<file path="src/rtl/evt_pkg.sv">
package evt_pkg;
   // fixed level assignments of the event map
   localparam int unsigned LVL_EMU    = 0;
   localparam int unsigned LVL_RESET  = 1;
   localparam int unsigned LVL_NMI    = 2;
   localparam int unsigned LVL_EXCPT  = 3;
   localparam int unsigned LVL_RSVD   = 4;
   localparam int unsigned LVL_HWERR  = 5;
   localparam int unsigned LVL_TIMER  = 6;
   localparam int unsigned LVL_GP_LO  = 7;
   localparam int unsigned NUM_UNMASK = 4;
endpackage

</file>
<file path="src/rtl/evt_prio_pick.sv">
module evt_prio_pick #(
   parameter  int unsigned N  = 16,
   localparam int unsigned LW = (N > 1) ? $clog2(N) : 1
) (
   input  logic [N-1:0]  vec_i,
   output logic          any_o,
   output logic [LW-1:0] idx_o
);
   // lowest index wins: scan downward so the last hit is the smallest
   always_comb begin
      any_o = |vec_i;
      idx_o = '0;
      for (int i = N - 1; i >= 0; i--) begin
         if (vec_i[i]) idx_o = LW'(i);
      end
   end
endmodule

</file>
<file path="src/rtl/evt_mask_reg.sv">
module evt_mask_reg #(
   parameter int unsigned N         = 16,
   parameter int unsigned NUM_FIXED = 4
) (
   input  logic         clk_i,
   input  logic         rst_ni,
   input  logic         we_i,
   input  logic [N-1:0] wdata_i,
   output logic [N-1:0] mask_o
);
   for (genvar b = 0; b < N; b++) begin : g_bit
      if (b < NUM_FIXED) begin : g_fixed
         logic wr_unused;
         assign wr_unused = wdata_i[b];
         assign mask_o[b] = 1'b1;
      end else begin : g_prog
         logic q;
         always_ff @(posedge clk_i) begin
            if (!rst_ni)   q <= 1'b0;
            else if (we_i) q <= wdata_i[b];
         end
         assign mask_o[b] = q;
      end
   end
endmodule

</file>
<file path="src/rtl/evt_latch_bank.sv">
module evt_latch_bank #(
   parameter  int unsigned N       = 16,
   parameter  int unsigned EXC_LVL = 3,
   parameter  bit          HAS_RSV = 1'b1,
   parameter  int unsigned RSV_LVL = 4,
   localparam int unsigned LW      = (N > 1) ? $clog2(N) : 1
) (
   input  logic          clk_i,
   input  logic          rst_ni,
   input  logic [N-1:0]  req_i,
   input  logic          raise_vld_i,
   input  logic [LW-1:0] raise_lvl_i,
   input  logic          excpt_vld_i,
   input  logic          clr_vld_i,
   input  logic [LW-1:0] clr_idx_i,
   output logic [N-1:0]  latch_o
);
   for (genvar b = 0; b < N; b++) begin : g_lvl
      if (HAS_RSV && (b == RSV_LVL)) begin : g_rsv
         logic req_unused;
         assign req_unused = req_i[b];
         assign latch_o[b] = 1'b0;
      end else begin : g_live
         logic q, set, clr;
         assign set = req_i[b]
                    | (raise_vld_i && (raise_lvl_i == LW'(b)))
                    | (excpt_vld_i && (b == EXC_LVL));
         assign clr = clr_vld_i && (clr_idx_i == LW'(b));
         // a fresh set wins over the clear of the same edge
         always_ff @(posedge clk_i) begin
            if (!rst_ni) q <= 1'b0;
            else         q <= (q & ~clr) | set;
         end
         assign latch_o[b] = q;
      end
   end
endmodule

</file>
<file path="src/rtl/evt_pend_track.sv">
module evt_pend_track #(
   parameter  int unsigned N  = 16,
   localparam int unsigned LW = (N > 1) ? $clog2(N) : 1
) (
   input  logic          clk_i,
   input  logic          rst_ni,
   input  logic          set_vld_i,
   input  logic [LW-1:0] set_idx_i,
   input  logic          ret_i,
   output logic [N-1:0]  pend_o,
   output logic          run_any_o,
   output logic [LW-1:0] run_idx_o
);
   logic [N-1:0] pend_q, set_vec, clr_vec;

   evt_prio_pick #(.N(N)) u_run_pick (
      .vec_i (pend_q),
      .any_o (run_any_o),
      .idx_o (run_idx_o)
   );

   always_comb begin
      for (int i = 0; i < N; i++) begin
         set_vec[i] = set_vld_i && (set_idx_i == LW'(i));
         clr_vec[i] = ret_i && run_any_o && (run_idx_o == LW'(i));
      end
   end

   always_ff @(posedge clk_i) begin
      if (!rst_ni) pend_q <= '0;
      else         pend_q <= (pend_q & ~clr_vec) | set_vec;
   end

   assign pend_o = pend_q;
endmodule

</file>
<file path="src/rtl/prio_event_ctrl.sv">
module prio_event_ctrl #(
   parameter  int unsigned NUM_LVL   = 16,
   parameter  int unsigned NUM_FIXED = evt_pkg::NUM_UNMASK,
   parameter  int unsigned EXC_LVL   = evt_pkg::LVL_EXCPT,
   parameter  bit          HAS_RSV   = 1'b1,
   parameter  int unsigned RSV_LVL   = evt_pkg::LVL_RSVD,
   parameter  int unsigned CAUSE_W   = 4,
   localparam int unsigned LW        = (NUM_LVL > 1) ? $clog2(NUM_LVL) : 1
) (
   input  logic                clk_i,
   input  logic                rst_ni,
   input  logic [NUM_LVL-1:0]  req_i,
   input  logic                raise_vld_i,
   input  logic [LW-1:0]       raise_lvl_i,
   input  logic                excpt_vld_i,
   input  logic [CAUSE_W-1:0]  excpt_cause_i,
   input  logic                ret_i,
   input  logic                mask_we_i,
   input  logic [NUM_LVL-1:0]  mask_wdata_i,
   output logic                take_o,
   output logic [LW-1:0]       take_lvl_o,
   output logic [CAUSE_W-1:0]  cause_o,
   output logic [NUM_LVL-1:0]  mask_o,
   output logic [NUM_LVL-1:0]  latch_o,
   output logic [NUM_LVL-1:0]  pend_o
);
   // elaboration-time parameter checks
   if (NUM_LVL < 2 || NUM_LVL > 64) begin : g_bad_lvl
      $error("NUM_LVL must lie in 2..64");
   end
   if (NUM_FIXED > NUM_LVL) begin : g_bad_fixed
      $error("NUM_FIXED exceeds NUM_LVL");
   end
   if (EXC_LVL >= NUM_LVL) begin : g_bad_exc
      $error("EXC_LVL out of range");
   end
   if (HAS_RSV && (RSV_LVL >= NUM_LVL || RSV_LVL == EXC_LVL)) begin : g_bad_rsv
      $error("RSV_LVL out of range or equal to EXC_LVL");
   end
   if (CAUSE_W < 1) begin : g_bad_cause
      $error("CAUSE_W must be at least 1");
   end

   logic [NUM_LVL-1:0] elig;
   logic               sel_any, run_any, take;
   logic [LW-1:0]      sel_idx, run_idx;
   logic [CAUSE_W-1:0] cause_q;

   evt_mask_reg #(.N(NUM_LVL), .NUM_FIXED(NUM_FIXED)) u_mask (
      .clk_i   (clk_i),
      .rst_ni  (rst_ni),
      .we_i    (mask_we_i),
      .wdata_i (mask_wdata_i),
      .mask_o  (mask_o)
   );

   evt_latch_bank #(
      .N(NUM_LVL), .EXC_LVL(EXC_LVL), .HAS_RSV(HAS_RSV), .RSV_LVL(RSV_LVL)
   ) u_latch (
      .clk_i       (clk_i),
      .rst_ni      (rst_ni),
      .req_i       (req_i),
      .raise_vld_i (raise_vld_i),
      .raise_lvl_i (raise_lvl_i),
      .excpt_vld_i (excpt_vld_i),
      .clr_vld_i   (take),
      .clr_idx_i   (sel_idx),
      .latch_o     (latch_o)
   );

   assign elig = latch_o & mask_o;

   evt_prio_pick #(.N(NUM_LVL)) u_sel_pick (
      .vec_i (elig),
      .any_o (sel_any),
      .idx_o (sel_idx)
   );

   evt_pend_track #(.N(NUM_LVL)) u_pend (
      .clk_i     (clk_i),
      .rst_ni    (rst_ni),
      .set_vld_i (take),
      .set_idx_i (sel_idx),
      .ret_i     (ret_i),
      .pend_o    (pend_o),
      .run_any_o (run_any),
      .run_idx_o (run_idx)
   );

   // strict preemption: the candidate must beat the innermost active level
   assign take = sel_any && (!run_any || (sel_idx < run_idx));

   always_ff @(posedge clk_i) begin
      if (!rst_ni)          cause_q <= '0;
      else if (excpt_vld_i) cause_q <= excpt_cause_i;
   end

   assign take_o     = take;
   assign take_lvl_o = sel_idx;
   assign cause_o    = cause_q;
endmodule

</file>
<file path="config.mk">
export PLATFORM = sky130hd
export DESIGN_NAME = prio_event_ctrl
export DESIGN_NICKNAME = d
export VERILOG_FILES = /design/src/rtl/evt_pkg.sv /design/src/rtl/evt_prio_pick.sv /design/src/rtl/evt_mask_reg.sv /design/src/rtl/evt_latch_bank.sv /design/src/rtl/evt_pend_track.sv /design/src/rtl/prio_event_ctrl.sv
export SDC_FILE = /design/constraint.sdc
export NUM_CORES = 1
export LEC_CHECK = 0
export BUFFER_PORTS_ARGS = -buffer_cell sky130_fd_sc_hd__buf_2
export CAP_MARGIN = 20
export CORE_MARGIN = 2
export CORE_UTILIZATION = 51
export CTS_BUF_LIST = sky130_fd_sc_hd__clkbuf_4 sky130_fd_sc_hd__clkbuf_8
export DETAILED_ROUTE_END_ITERATION = 12
export PLACE_DENSITY_LB_ADDON = 0.08
export SKIP_CTS_REPAIR_TIMING = 1
export SLEW_MARGIN = 20
export SYNTH_ARGS = -nofsm -noshare
export SYNTH_HDL_FRONTEND = slang
export SYNTH_HIERARCHICAL = 1
export SYNTH_SLANG_ARGS = --single-unit
</file>
<file path="constraint.sdc">
create_clock -name clk_i -period 3.37 [get_ports clk_i]
set_input_delay 0.674 -clock clk_i [delete_from_list [all_inputs] [get_ports clk_i]]
set_output_delay 0.674 -clock clk_i [all_outputs]
set_load 0.01 [all_outputs]
</file>
* Yosys cells after proc, flatten, opt, wreduce, memory -nomap -nowiden
Index checks and enable logic that the tools add are counted.
** Storage, ports and cells
- Input port bits :: 46
- Memories :: 0
- Word-level logic and storage cells :: 227
- Latch bits :: 0
- RAM bits :: 0
- Output and inout port bits :: 57
- Flip-flop bits (word level) :: 47
- Memory bits (read-only) :: 0
** Operators by class
- Muxes and demuxes :: 32
- Magnitude comparators :: 1
- Bitwise logic cells :: 65
- Divide/modulo/power cells :: 0
- Equality and inequality tests :: 44
- $add $sub $neg :: 0
- Shift-type cells :: 0
- Reductions and logical operators :: 56
- $mul :: 0
** Operators by type and width (count)
- $mux W4 :: 32
- $eq A4 B4 Y1 const B :: 24
- $logic_and A1 B1 Y1 :: 49
- $eq A4 B3 Y1 const B :: 11
- $and A16 B16 Y16 :: 2
- $reduce_or A16 Y1 :: 2
- $or A1 B1 Y1 :: 31
- $eq A4 B2 Y1 const B :: 6
- $not A16 Y16 :: 1
- $or A16 B16 Y16 :: 1
- $and A1 B1 Y1 :: 15
- $not A1 Y1 :: 15
- $eq A4 B1 Y1 const B :: 3
- $logic_not A4 Y1 :: 3
- $lt A4 B4 Y1 :: 1
- $logic_not A1 Y1 :: 1
- $logic_or A1 B1 Y1 :: 1

* Longest topological paths before layout
- Word-level depth :: 24
- Mapped depth :: 13
- Depth with buffers taken out :: 12

* Hierarchy
Netlist, hierarchy kept.
** Modules (own cells, without submodules)
- evt_latch_bank :: area an instance 809.5 um2, cells each 93, instances 1
- evt_pend_track :: area an instance 690.7 um2, cells each 70, instances 1
- evt_mask_reg :: area an instance 574.3 um2, cells each 55, instances 1
- evt_prio_pick :: area an instance 176.4 um2, cells each 34, instances 2
- prio_event_ctrl :: area an instance 344.1 um2, cells each 40, instances 1

* Least setup slack after synthesis
OpenSTA, ideal clock, no wires.
- Path type :: register to register
- From :: reg u_latch.g_lvl[7].g_live.q
- To :: reg u_latch.g_lvl[3].g_live.q
- Data arrival time :: 3201 ps
- Period minus slack after synthesis :: 3325 ps
- Cell stages (with the launch flop) :: 13
- Path slack :: 45 ps
- Library setup time :: 124 ps
- Cell sequence :: dfxtp_1 -> buf_4 -> and2_1 -> nor4_2 -> nand3_1 -> a31oi_1 -> ha_1 -> a21oi_1 -> o21ai_1 -> a21boi_1 -> or3b_4 -> o21ai_1 -> a21boi_1
** On the way
- Cells in the longest elaborated chain, start to end :: 16
- Elaborated cells on any way between the ends :: 18
- Those cells by class :: order compare (1); eq/ne (1); mux (8); bitwise (4); reduce/logical (4)
** Ends and longest elaborated chain
- from (decl) :: line evt_latch_bank.sv:24 : logic q, set, clr;
- from (signal assigned) :: line evt_latch_bank.sv:32 : else q <= (q & ~clr) | set;
- $and A16 B16 Y16 :: line prio_event_ctrl.sv:71 : assign elig = latch_o & mask_o;
- named net elig[7] :: line prio_event_ctrl.sv:44 : logic [NUM_LVL-1:0] elig;
- $mux W4 (8 in series) :: line evt_prio_pick.sv:14 : if (vec_i[i]) idx_o = LW'(i);
- named net take_lvl_o[3] :: line prio_event_ctrl.sv:21 : output logic [LW-1:0] take_lvl_o,
- $lt A4 B4 Y1 :: line prio_event_ctrl.sv:91 : assign take = sel_any && (!run_any || (sel_idx < run_idx));
- $logic_or A1 B1 Y1 :: line prio_event_ctrl.sv:91
- $logic_and A1 B1 Y1 :: line prio_event_ctrl.sv:91
- named net take_o :: line prio_event_ctrl.sv:20 : output logic take_o,
- $logic_and A1 B1 Y1 :: line evt_latch_bank.sv:28 : assign clr = clr_vld_i && (clr_idx_i == LW'(b));
- $not A1 Y1 :: line evt_latch_bank.sv:32
- $and A1 B1 Y1 :: line evt_latch_bank.sv:32
- $or A1 B1 Y1 :: line evt_latch_bank.sv:32
- to (signal assigned) :: line evt_latch_bank.sv:32
- to (decl) :: line evt_latch_bank.sv:24
The timed path passes the listed nets, and every way through them passes these cells.
A chain may end at the register's enable or synchronous reset.

* Worst setup path in the final report
- From :: reg u_latch.g_lvl[7].g_live.q
- To :: out take_o
** On the way
- Cells in the longest elaborated chain, start to end :: 12
- Elaborated cells on any way between the ends :: 13
- Those cells by class :: order compare (1); mux (8); bitwise (1); reduce/logical (3)
** Ends and longest elaborated chain (line)
- $and A16 B16 Y16 * :: prio_event_ctrl.sv:71
- named net elig[7] :: prio_event_ctrl.sv:44
- $mux W4 (8 in series) :: evt_prio_pick.sv:14
- $lt A4 B4 Y1 :: prio_event_ctrl.sv:91
- $logic_or A1 B1 Y1 :: prio_event_ctrl.sv:91
- $logic_and A1 B1 Y1 * :: prio_event_ctrl.sv:91
- to (decl) :: prio_event_ctrl.sv:20
Mark *: on every way through the listed nets, which the timed path passes. The rest lies on a longest branch.

==> qor.yml <==
run_status: "finished, final reports clean"
crit_type: "reg -> out"
timing.final.hold_violations: 0
cts_buffers: 5
crit_chain: "and2_1, nor4_2, nand3_1, a31oi_1, ha_1, a21oi_1, o21ai_1, a21boi_2, buf_2"
grt_max_degree: 32
multi_input_area_um2: 1530
slew_violations: 0
power_frac_seq_pct: 38.7
antenna_cells: 0
io_pins: 103
coreArea_um2: 5170
ant_nets: 0
power_density_nw_per_um2: 516
dpl-instance-area_um2: 3120
cts_tree: "done"
die_area_um2: 6040
wl_per_cell_um: 15.1
ys_seq_area_share_pct: 34.0
min_period_ps: 3170
cts-htree-levels: 2
synth-seq-cells: 47
seqCellArea_um2: 941
clk_pin_slew_worst_paths_ps: 80
syn-instance-count: 326
grt_pass1_vias: 2362
drt_iter0_markers: 115
cp-start-kind: "flip-flop"
worstMarginPinSlew_ps: 677
internal-power_mw: 1.05
gr-usage-met2_pct: 40.8
die_x_um: 77.7
clk_path_buf_depth: 2
start_util_pct: 53.6
vias: 2604
total_power_mw: 1.66
grt_util_met1_pct: 28.7
clock_skew_ps: 4.73
syn2layout_area_growth_pct: 16.0
hold_start: "u_latch/g_lvl[0].g_live.q"
syn-cell-area_um2: 2770
timing.fmax_mhz: 316
switching_share_pct: 36.6
ys.flop_type: "dfxtp_1"
end_kind: "primary output"
crit_required_ps: 2700
cts_root_buf: "clkbuf_8"
layout-drive-gt1-share_pct: 30.5
rsz0062_at_grt: "no"
cts_num_sinks: 47
clockPowerShare_pct: 20.9
slew_headroom_pct: 54.8
synth_edf_count: 0
holdWs_ps: 489
grt_overflow: 0
grt_use_total_pct: 23.4
cp.arrival_ps: 2490
antenna_found_initial: 0
io_buffers: 92
die_h_um: 77.7
asyncSetResetFlopFracSynth_pct: 0
wl_mm: 7.09
comb_power_share_pct: 40.4
cp_max_fo: 6
grt_busiest_layer: "met2"
fillers: 495
route.detailed.drc: 0
finalNonFillerCells: 470
globalplace.congestion: 0.895
setup_viol: 0
fin_setup_tns_ps: 0
nets: 448
vias_per_cell: 5.54
clk_latency_ps: 300
drv_cap: 0
power_leakage_nw: 1.50
syn_avg_cell_area_um2: 8.50
detailed_place_hpwl_mm: 5.46
fin_area_um2: 3220
ys_warn_count: 6
dp.cells: 462
grtUsageMet3_pct: 3.37
startpoint: "u_latch/g_lvl[7].g_live.q"
r2r_start: "u_latch/g_lvl[7].g_live.q"
switchingPower_uw: 608
synth.distinct_cells: 47
firstDrtPassIters: 4
crit_slowest_cell: "dfxtp_1"
num_rows: 26
hp-class: "reg -> reg"
grt_pass1_wl_mm: 11.2
irDropWorstVdd_mv: 0.270
post-route-period-util_pct: 94.0
crit_path_max_incr_delay_ps: 340
synthesized netlist by cell type, types with 2 or more instances:
master	number	share of area, %
nand3b_1	6	1.6
or3_1	2	0.45
nor2b_1	16	3.6
or2b_1	2	0.54
a21boi_1	16	4.3
nor3b_2	2	0.90
nand2_1	14	1.9
and2b_1	2	0.54
nor4_2	2	0.90
o21ai_1	12	2.2
nor2_1	16	2.2
a21oi_1	18	3.3
o311ai_0	3	0.95
ha_1	3	1.4
mux2i_1	16	5.8
nand3_1	7	1.3
nand4b_1	2	0.63
o311a_1	2	0.72
o21ai_0	20	3.6
and3_1	3	0.68
o22ai_1	2	0.45
o211ai_1	9	2.4
o31ai_1	2	0.54
and2_1	16	3.6
and3b_1	2	0.63
or3b_4	2	0.81
inv_1	12	1.6
nand2b_4	2	0.99
clkbuf_1	3	0.41
a32o_1	3	1.1
conb_1	2	0.27
buf_4	33	8.9
nor4_1	2	0.45
nor3_1	2	0.36
a31oi_1	8	1.8
nand2b_1	4	0.90
nor2_2	2	0.45
dfxtp_1	47	34
logic make-up (layout without fill, tap and decap cells):
logic type | after synthesis | count (layout) | synth area share [%]
compound gates | 98 | 98 | 22.5
fa+ha+maj | 3 | 3 | 1.35
buf+inv | 50 | 121 | 11.6
flops | 47 | 47 | 34.0
mux | 16 | 16 | 5.78
other cells | 2 | 5 | 0.271
simple gates | 110 | 110 | 24.6
layer usage:
layer | share of wire, % | vias up | routed length, µm
li1 | - | 1285 | -
met2 | 49 | 76 | 3480
met5 | 0 | - | 0
met4 | 1.9 | 0 | 134
met1 | 44 | 1234 | 3100
met3 | 5.3 | 9 | 378
placed cells by master (no fill, tap or decap), types with 6 or more instances in the layout:
master,instances
and2_1,16
nand3_1,7
o211ai_1,9
nor2b_1,16
o21ai_1,12
inv_1,12
dfxtp_1,47
a21oi_1,18
mux2i_1,16
buf_2,92
buf_4,9
a31oi_1,8
nor2_1,16
o21ai_0,20
a21boi_1,15
nand2_1,14
nand3b_1,6
final timing paths:
check                           cells past startpoint                   endpoint  slack [ps]
worst max-delay path                                9                     take_o         200
worst min-delay path                                2  u_latch/g_lvl[0].g_live.q         490
worst max register to register                     11           u_pend/pend_o[3]         310
worst min register to register                      2  u_latch/g_lvl[0].g_live.q         490
metrics by stage:
step / setup slack [ps] / util (%)
3_5_place_dp: 253 / 60.4
3_3_place_gp: 293 / 60.4
5_1_grt: 14.8 / 62.2
4_1_cts: 65.0 / 62.1
6_report: 204 / 62.2
2_1_floorplan: 45.0 / -
layout make-up:
cell class              count  area share [%]
multi-input cells         232            47.4
flip-flops and latches     47            29.3
repair buffers            101            16.4
well taps                  70            2.72
clock buffers               7            2.61
inverters                  12            1.40
clock inverters             1           0.156
power by group through the flow:
stage / clock, mW / combinational (mW) / sequential, mW
after floorplan: 0 / 0.450 / 0.652
after global placement: 0 / 0.644 / 0.654
after detailed placement: 0 / 0.653 / 0.655
after CTS: 0.356 / 0.657 / 0.642
after global routing: 0.378 / 0.724 / 0.650
final: 0.348 / 0.671 / 0.642
worst max-delay path: cells and delay by family, from the launching register on:
kind | cells | cell delay [ps]
flops | 1 | 340
buf+inv | 1 | 190
fa+ha+maj | 1 | 310
simple gates | 3 | 600
compound gates | 4 | 770
sequential cells by signal, summed over array words and instances (netlist names):
| name | flops |
|---|---|
| u_mask/g_bit.g_prog.q | 12 |
| cause_o | 4 |
| u_latch/g_lvl.g_live.q | 15 |
| u_pend/pend_o | 16 |
Power figures use the tool's default switching activity.
